[src/rtl/pn_corr_pkg.sv]
package pn_corr_pkg;

  // decode of a 2-bit spreading length select into chips per symbol
  function automatic logic [4:0] chips_of(input logic [1:0] sel);
    case (sel)
      2'b00:   return 5'd11;
      2'b01:   return 5'd13;
      2'b10:   return 5'd15;
      default: return 5'd16;
    endcase
  endfunction

endpackage

[src/rtl/pn_cfg_reg.sv]
module pn_cfg_reg #(
  parameter int CODE_W = 16
) (
  input  logic              clk,
  input  logic              rst,
  input  logic [CODE_W-1:0] code_i,
  input  logic [1:0]        len_i,
  output logic [CODE_W-1:0] code_q,
  output logic [1:0]        len_q,
  output logic              changed
);
  assign changed = (code_i != code_q) || (len_i != len_q);

  always_ff @(posedge clk) begin
    if (rst) begin
      code_q <= '0;
      len_q  <= 2'b00;
    end else if (changed) begin
      code_q <= code_i;
      len_q  <= len_i;
    end
  end
endmodule

[src/rtl/pn_tap_line.sv]
module pn_tap_line #(
  parameter int W     = 6,
  parameter int DEPTH = 31
) (
  input  logic                      clk,
  input  logic                      rst,
  input  logic                      clear,
  input  logic                      shift,
  input  logic [W-1:0]              din,
  output logic [DEPTH-1:0][W-1:0]   taps_o
);
  always_ff @(posedge clk) begin
    if (rst || clear) begin
      taps_o <= '0;
    end else if (shift) begin
      taps_o[0] <= din;
      for (int i = 1; i < DEPTH; i++) taps_o[i] <= taps_o[i-1];
    end
  end
endmodule

[src/rtl/pn_tap_sum.sv]
module pn_tap_sum #(
  parameter int W     = 6,
  parameter int CHIPS = 16,
  parameter int SPC   = 2,
  parameter int DEPTH = 31,
  parameter int SUM_W = 12
) (
  input  logic [DEPTH-1:0][W-1:0] taps_i,
  input  logic [CHIPS-1:0]        code_i,
  input  logic [4:0]              nchips_i,
  output logic [SUM_W-1:0]        sum_o
);
  logic signed [SUM_W-1:0] acc;
  logic signed [SUM_W-1:0] term;

  always_comb begin
    acc  = '0;
    term = '0;
    for (int k = 0; k < CHIPS; k++) begin
      if (k < int'(nchips_i)) begin
        term = {{(SUM_W-W){taps_i[SPC*k][W-1]}}, taps_i[SPC*k]};
        if (code_i[k]) acc = acc + term;
        else           acc = acc - term;
      end
    end
    sum_o = acc;
  end
endmodule

[src/rtl/pn_correlator.sv]
module pn_correlator #(
  parameter int SAMPLE_W  = 6,
  parameter int MAX_CHIPS = 16,
  parameter int SPC       = 2,
  parameter int ACC_TERMS = 32,
  localparam int DEPTH    = SPC*(MAX_CHIPS-1) + 1,
  localparam int SUM_W    = SAMPLE_W + $clog2(ACC_TERMS) + 1
) (
  input  logic                 clk,
  input  logic                 rst,
  input  logic                 smp_valid,
  input  logic [SAMPLE_W-1:0]  smp_i,
  input  logic [SAMPLE_W-1:0]  smp_q,
  input  logic [MAX_CHIPS-1:0] rx_code,
  input  logic [1:0]           rx_len_sel,
  input  logic [MAX_CHIPS-1:0] tx_code,
  input  logic [1:0]           tx_len_sel,
  output logic                 corr_valid,
  output logic [SUM_W-1:0]     corr_i,
  output logic [SUM_W-1:0]     corr_q,
  output logic [MAX_CHIPS-1:0] tx_code_o,
  output logic [4:0]           tx_chips_o
);
  import pn_corr_pkg::*;

  logic [MAX_CHIPS-1:0] rx_code_act;
  logic [1:0]           rx_len_act;
  logic                 rx_chg;
  logic                 shift_en;
  logic                 stage_vld;
  logic [4:0]           rx_chips;

  logic [1:0][SAMPLE_W-1:0] samp;
  logic [1:0][SUM_W-1:0]    sums;

  pn_cfg_reg #(.CODE_W(MAX_CHIPS)) u_rx_cfg (
    .clk(clk), .rst(rst), .code_i(rx_code), .len_i(rx_len_sel),
    .code_q(rx_code_act), .len_q(rx_len_act), .changed(rx_chg)
  );

  assign rx_chips = chips_of(rx_len_act);
  assign shift_en = smp_valid && !rx_chg;
  assign samp[0]  = smp_i;
  assign samp[1]  = smp_q;

  for (genvar ch = 0; ch < 2; ch++) begin : g_chan
    logic [DEPTH-1:0][SAMPLE_W-1:0] taps;

    pn_tap_line #(.W(SAMPLE_W), .DEPTH(DEPTH)) u_line (
      .clk(clk), .rst(rst), .clear(rx_chg), .shift(shift_en),
      .din(samp[ch]), .taps_o(taps)
    );

    pn_tap_sum #(.W(SAMPLE_W), .CHIPS(MAX_CHIPS), .SPC(SPC),
                 .DEPTH(DEPTH), .SUM_W(SUM_W)) u_sum (
      .taps_i(taps), .code_i(rx_code_act), .nchips_i(rx_chips),
      .sum_o(sums[ch])
    );
  end

  always_ff @(posedge clk) begin
    if (rst) stage_vld <= 1'b0;
    else     stage_vld <= shift_en;
  end

  always_ff @(posedge clk) begin
    if (rst) begin
      corr_valid <= 1'b0;
      corr_i     <= '0;
      corr_q     <= '0;
    end else begin
      corr_valid <= stage_vld;
      if (stage_vld) begin
        corr_i <= sums[0];
        corr_q <= sums[1];
      end
    end
  end

  always_ff @(posedge clk) begin
    if (rst) begin
      tx_code_o  <= '0;
      tx_chips_o <= 5'd11;
    end else begin
      tx_code_o  <= tx_code;
      tx_chips_o <= chips_of(tx_len_sel);
    end
  end
endmodule

[config.mk]
export PLATFORM = sky130hd
export DESIGN_NAME = pn_correlator
export DESIGN_NICKNAME = d
export VERILOG_FILES = /design/src/rtl/pn_corr_pkg.sv /design/src/rtl/pn_cfg_reg.sv /design/src/rtl/pn_tap_line.sv /design/src/rtl/pn_tap_sum.sv /design/src/rtl/pn_correlator.sv
export SDC_FILE = /design/constraint.sdc
export NUM_CORES = 1
export LEC_CHECK = 0
export BUFFER_PORTS_ARGS = -buffer_cell sky130_fd_sc_hd__clkbuf_2
export CAP_MARGIN = 25
export CORE_ASPECT_RATIO = 1.25
export CORE_MARGIN = 1.5
export CORE_UTILIZATION = 50
export DETAILED_ROUTE_END_ITERATION = 8
export PLACE_DENSITY = 0.69
export SYNTH_ARGS = -nofsm -noshare
export SYNTH_HDL_FRONTEND = slang
export SYNTH_SLANG_ARGS = --single-unit
[constraint.sdc]
create_clock -name clk -period 12.25 [get_ports clk]
set_clock_uncertainty 0.2 [all_clocks]
set_input_delay 3.675 -clock clk [delete_from_list [all_inputs] [get_ports clk]]
set_output_delay 3.675 -clock clk [all_outputs]
set_load 0.005 [all_outputs]
-- Yosys cells after proc, flatten, opt, wreduce, memory -nomap -nowiden
Index checks and enable logic that the tools add are counted.
- bits in registers: 437
- input port bits: 51
- logic and storage cells: 226
- $add $sub $neg: 62
- order comparisons: 16
- equality and inequality tests: 6
- multiplexer cells: 66
- reduce and logical (&&, ||, !) cells: 6
- operators by type and width (operator ; number):
    $mux W12 ; 64
    $add A12 B6 Y12 ; 30
    $sub A12 B6 Y12 ; 30
    $lt A4 B5 Y1 const A ; 8
    $pmux W5 S3 ; 2
    $lt A3 B5 Y1 const A ; 4
    $ne A16 B16 Y1 ; 1
    $sub A1 B6 Y7 const A ; 2
    $lt A1 B5 Y1 const A ; 2
    $lt A2 B5 Y1 const A ; 2
    $eq A2 B1 Y1 const B ; 2
    $eq A2 B2 Y1 const B ; 2
    $logic_not A2 Y1 ; 2
    $logic_or A1 B1 Y1 ; 2
    $ne A2 B2 Y1 ; 1
    $logic_and A1 B1 Y1 ; 1
    $logic_not A1 Y1 ; 1

-- Logic depth before layout (Yosys ltp)
- depth in word-level cells: 49
- gate-level depth with buffers: 72
- depth with buffers taken out: 72

-- Cells and area by module
Synthesis repeated with hierarchy kept, for this count alone.
- cells, all modules: 4969
- area total of the unflattened synthesis: 39705.6 um^2
- modules (own cells, without submodules) (module ; instances ; cells each ; area each (um^2) ; sequential area each (um^2)):
    pn_tap_line ; 2 ; 601 ; 6701.4 ; 3723.6
    pn_tap_sum at g_chan[1].u_sum ; 1 ; 1790 ; 12060.3 ; 0.0
    pn_tap_sum at g_chan[0].u_sum ; 1 ; 1776 ; 11981.5 ; 0.0
    pn_correlator ; 1 ; 140 ; 1582.8 ; 920.9
    pn_cfg_reg ; 1 ; 61 ; 678.2 ; 360.3

-- Least setup slack after synthesis
Ideal clock, no wire load.
- path type: register to register
- start: register u_rx_cfg.code_q[1]
- end: register corr_i[11]
- library setup time: 128 ps
- arrival: 12688 ps
- setup slack: -765 ps
- stages on the path, launching flop included: 65
- path buffers: 1
- period minus slack after synthesis: 13015 ps
- cells stage by stage: dfxtp_1 > buf_1 > mux2_2 > fa_1 > fa_1 > ha_1 > a21oi_1 > nor2b_1 > nor2_1 > xnor2_1 > ha_1 > nand2_1 > a2bb2oi_1 > a21boi_0 > ha_1 > xor2_1 > ha_1 > xnor2_1 > [... 29 more ...] > xnor2_1 > mux2_2 > ha_1 > and3_1 > a2111oi_0 > xnor2_1 > a21o_1 > ha_1 > nor3_1 > nor2_1 > o41ai_1 > xnor2_1 > xnor2_1 > a211o_1 > o311ai_1 > xnor2_1 > mux2i_1 > nor2_1
- cells in the longest elaborated chain, start to end: 44
- elaborated cells on any way between the ends: 58
- ends and longest elaborated chain (what ; line ; RTL):
    start: declaration ; pn_cfg_reg.sv:8 ; output logic [CODE_W-1:0] code_q,
    start signal: assignment ; pn_cfg_reg.sv:19 ; code_q <= code_i;
    $mux W12 * ; pn_tap_sum.sv:22 ; if (code_i[k]) acc = acc + term;
    $mux W12 * ; pn_tap_sum.sv:20 ; if (k < int'(nchips_i)) begin
    $sub A12 B6 Y12 / $add A12 B6 Y12 (equally long branches) ; pn_tap_sum.sv:23, pn_tap_sum.sv:22 ;
    $mux W12 ; pn_tap_sum.sv:22 ;
    $mux W12 * ; pn_tap_sum.sv:20 ;
    $sub A12 B6 Y12 / $add A12 B6 Y12 (equally long branches) ; pn_tap_sum.sv:23, pn_tap_sum.sv:22 ;
    $mux W12 ; pn_tap_sum.sv:22 ;
    $mux W12 * ; pn_tap_sum.sv:20 ;
    [... 28 more ...] ; n/a ;
    $mux W12 ; pn_tap_sum.sv:22 ;
    $mux W12 * ; pn_tap_sum.sv:20 ;
    $sub A12 B6 Y12 / $add A12 B6 Y12 (equally long branches) ; pn_tap_sum.sv:23, pn_tap_sum.sv:22 ;
    $mux W12 ; pn_tap_sum.sv:22 ;
    $mux W12 * ; pn_tap_sum.sv:20 ;
    $sub A12 B6 Y12 / $add A12 B6 Y12 (equally long branches) ; pn_tap_sum.sv:23, pn_tap_sum.sv:22 ;
    $mux W12 ; pn_tap_sum.sv:22 ;
    $mux W12 * ; pn_tap_sum.sv:20 ;
    end signal: assignment ; pn_correlator.sv:74 ; corr_i <= sums[0];
    end: declaration ; pn_correlator.sv:19 ; output logic [SUM_W-1:0] corr_i,
Mark *: on every way between the ends. The rest lies on a longest branch, timed or not.
A chain may end at the register's enable or synchronous reset.

-- Worst setup path after layout
- start: register g_chan[0].u_line.taps_o[0] (netlist name)
- end: register corr_i[11]
- cells in the longest elaborated chain, start to end: 48
- elaborated cells on any way between the ends: 63
- ends and longest elaborated chain (what ; line ; RTL):
    start: declaration ; pn_tap_line.sv:10 ; output logic [DEPTH-1:0][W-1:0] taps_o
    $sub A1 B6 Y7 ; pn_tap_sum.sv:23 ; else acc = acc - term;
    $mux W12 * ; pn_tap_sum.sv:22 ;
    $mux W12 * ; pn_tap_sum.sv:20 ;
    $sub A12 B6 Y12 / $add A12 B6 Y12 (equally long branches) ; pn_tap_sum.sv:23, pn_tap_sum.sv:22 ;
    $mux W12 ; pn_tap_sum.sv:22 ;
    $mux W12 * ; pn_tap_sum.sv:20 ;
    $sub A12 B6 Y12 / $add A12 B6 Y12 (equally long branches) ; pn_tap_sum.sv:23, pn_tap_sum.sv:22 ;
    $mux W12 ; pn_tap_sum.sv:22 ;
    [... 32 more ...] ; n/a ;
    $mux W12 ; pn_tap_sum.sv:22 ;
    $mux W12 * ; pn_tap_sum.sv:20 ;
    $sub A12 B6 Y12 / $add A12 B6 Y12 (equally long branches) ; pn_tap_sum.sv:23, pn_tap_sum.sv:22 ;
    $mux W12 ; pn_tap_sum.sv:22 ;
    $mux W12 * ; pn_tap_sum.sv:20 ;
    $sub A12 B6 Y12 / $add A12 B6 Y12 (equally long branches) ; pn_tap_sum.sv:23, pn_tap_sum.sv:22 ;
    $mux W12 ; pn_tap_sum.sv:22 ;
    $mux W12 * ; pn_tap_sum.sv:20 ;
Marked as above.

==> run summary <==
initial core utilization - 50.6%
hold path endpoint - corr_i[3]
CTS tree - yes
P&R area growth vs syn - 24.2%
Max H-tree Level - 2
antenna viol nets, final - 0
Port-buffer cells - 96
row cnt - 106
CP max FO - 4
clk root buf - clkbuf_16
Reg2Reg Depth - 58
Placer Congestion - 0.878
Die W - 236 um
Synth Area in Compound Gates - 13.4%
CTS buffer count - 47
Seq/Total Area, Yosys - 25.7%
Die ar. - 69,500 sq um
placed instance count - 5,265
I/O Pins - 97
DR DRC count - 0
RSZ-0062 raised after global routing - yes
largest family of logic cells by synthesized area - simple AND/OR/NAND/NOR gates
max-slew violations - 0
Gate Count Post-Synth - 4,093
Distinct cells, synth - 73
#FFs+latches synth - 436
crit share post-route - 106%
Core Region - 67,100 sq um
kind of cell adding the most delay to the critical path - adder cells
vias in the first global route - 28,500
sequential fraction of design power - 47.3%
Yosys warning total - 0
Synth area leader - dfxtp_1
DRT Pass-1 Iters - 5
Post-synth top flop - dfxtp_1
internal power - 0.00232 W
max_cap viols - 0
area occupied by registers - 8740 sq um
Multi-input gate area - 25,800 sq um
post-route setup TNS - -1.58 ns
Clock Sinks - 436
grt ovf - 0
critical hold path startpoint - corr_i[3]
Reg-to-Reg End - corr_i[11]
Hold Fails Final Rpt - 0
CP Capture Type - flop
Mapped Nets - 4,539
largest net degree at the start of global routing - 218
worst-margin pin slew - 1.29 ns
adder-cell area share of the yosys netlist - 15.2%
Startpoint Class - flop
Crit path largest cell delay - 0.64 ns
switching share of total power - 23.5%
FF-to-FF setup slack - -0.77 ns
post-route cell area - 42,200 sq um
worst endpoint data arrival time - 13.26 ns
Post-layout nets - 4,984
mux cell area share after synthesis - 14.3%
Finished Core Util - 62.9%
Setup violations, final - 3
Buf/Inv on CP - 3
global-route wire length before repair - 135 mm
Worst Path Required - 12.49 ns
Post-Layout Cell Count - 5,438
combinational power share - 4.9%
Max Root-Sink Buffers - 3
Initial DRC Count - 1,355
crit path time final - 13.02 ns
Synth top area share - 25.7%
HPWL after DPL - 59.8 mm
top post-synthesis cells by area - dfxtp_1 26%, ha_1 13%, mux2i_1 11%, nor2_1 7.3%, xnor2_1 6.0%
area post-placement - 38,000 sq um
Min-Delay Path Class - reg -> reg
number of enable flip-flop cells after synthesis - 0
worst-skew pair later-pin latency - 0.59 ns
slowest cell on the critical path - fa_2
Pleak - 20.8 nW
outcome - complete, but fails checks
fraction of layout cells with a size suffix above 1 - 24.3%
most numerous cell in the Yosys netlist - nor2_1
Layout fillers - 5,632
worst setup margin - -0.768 ns
Cell Area, Synth - 34,000 sq um
worst hold margin - 0.282 ns
All-Layer GR Usage - 23.0%
Reg clk slew, reported paths - 0.06 ns
hold-critical path depth - 2
top post-synthesis cells by count - 657 x nor2_1, 436 x dfxtp_1, 380 x mux2i_1, 365 x ha_1, 296 x a21oi_1
initial antenna violation count - 2
simple-gate portion of the synthesized area - 15.3%
worst vdd ir - 106 uV
WS Path Type - reg -> reg
syn_area_per_cell - 8.30 sq um
chip height - 294 um
fmax - 76.8 MHz
failing checks - setup timing
Routed WL - 84.5 mm
Synth Area in XOR/XNOR - 11.7%
Critical R2R Launch - g_chan[0].u_line.taps_o[0]
vias post-DR - 29,500
hold_buf cts - 0
Ant. Diodes - 0
clock group share of total power - 47.8%
crit path from - g_chan[0].u_line.taps_o[0]
slew margin rel. - 14.0%
Switch Pwr - 0.000714 W
pwr dens - 72.0 nW/um^2
fraction of registers with async set/reset - 0%
Vias/cell - 5.42
wire length per cell - 15.5 um
## what timing repair did
| item | in CTS | in global routing |
|---|---|---|
| resized for setup | 145 | 255 |
| setup buffers | 50 | 45 |
| pin swaps | 121 | 217 |
| endpoints found under the setup margin | 9 | 14 |
## state kept, by name, indices dropped and copies added, names as in the netlist
register,count
g_chan.u_line.taps_o,372
tx_code_o,16
corr_i,12
u_rx_cfg.len_q,2
u_rx_cfg.code_q,16
corr_q,12
corr_valid,1
tx_chips_o,4
stage_vld,1
## worst max path at each step
stage / end / cells after the start
2_1_floorplan: corr_i[11] / 65
3_3_place_gp: corr_q[11] / 66
3_5_place_dp: corr_q[11] / 66
4_1_cts: corr_i[11] / 59
5_1_grt: corr_i[11] / 66
6_report: corr_i[11] / 58
## cell usage in the layout (no fill, tap or decap), types with 65 or more instances in the layout
cell / Yosys / final
o21ai_0: 91 / 65
xor2_1: 197 / 189
mux2_2: 93 / 85
nor2_1: 657 / 633
buf_4: 1 / 469
a21oi_2: 2 / 77
ha_1: 365 / 298
a21o_1: 83 / 82
clkbuf_2: 2 / 94
nor3_1: 110 / 105
mux2i_1: 380 / 380
o21bai_1: 98 / 88
dfxtp_1: 436 / 425
inv_1: 196 / 187
nand2_1: 277 / 267
xnor2_1: 234 / 207
a21oi_1: 296 / 211
## logic make-up (layout without fill, tap and decap cells)
kind of cell | after synthesis | after routing
simple gates | 1229 | 1229
compound gates | 735 | 735
mux | 474 | 474
xor+xnor | 441 | 441
flops | 436 | 436
fa+ha+maj | 395 | 395
buf+inv | 383 | 864
## per-stage QoR
stage	power (W)	worst slack [ns]
after floorplan	0.00156	-0.119
after detailed placement	0.00161	-1.28
final	0.00304	-0.768
after global routing	0.00313	-1.39
after global placement	0.00161	-1.14
after CTS	0.00307	-0.659
## cell type report
type / instances / share of cell area [%]
multi-input combinational: 3274 / 61.2
sequential: 436 / 20.7
timing repair buffer: 582 / 10.1
clock buffer: 62 / 3.19
tap: 864 / 2.56
inverter: 197 / 1.76
clock inverter: 23 / 0.501
## metal layers
layer / global-route usage, % / up-vias / part of all wire [%]
li1: - / 14900 / -
met1: 28.1 / 13900 / 44
met2: 41.0 / 442 / 49
met3: 2.82 / 160 / 3.2
met4: 8.91 / 4 / 3.5
met5: 0 / - / 0.036
## power groups by stage
stage / clock network, W / registers (W) / logic [W]
2_1_floorplan: 0 / 0.00146 / 0.000102
3_3_place_gp: 0 / 0.00147 / 0.000144
3_5_place_dp: 0 / 0.00147 / 0.000145
4_1_cts: 0.00148 / 0.00144 / 0.000147
5_1_grt: 0.00153 / 0.00144 / 0.000159
6_report: 0.00145 / 0.00144 / 0.000149
## worst reg2reg max path, delay by kind of cell (launching register included)
family	cells	cell delay [ns]
adder cells (fa/ha/maj)	16	6.43
AO/OA/AOI/OAI	16	2.29
AND/OR/NAND/NOR	13	1.77
XOR/XNOR	8	1.17
multiplexers	2	0.43
flip-flops	1	0.33
buffers and inverters	3	0.29
Power figures use the tool's default switching activity.
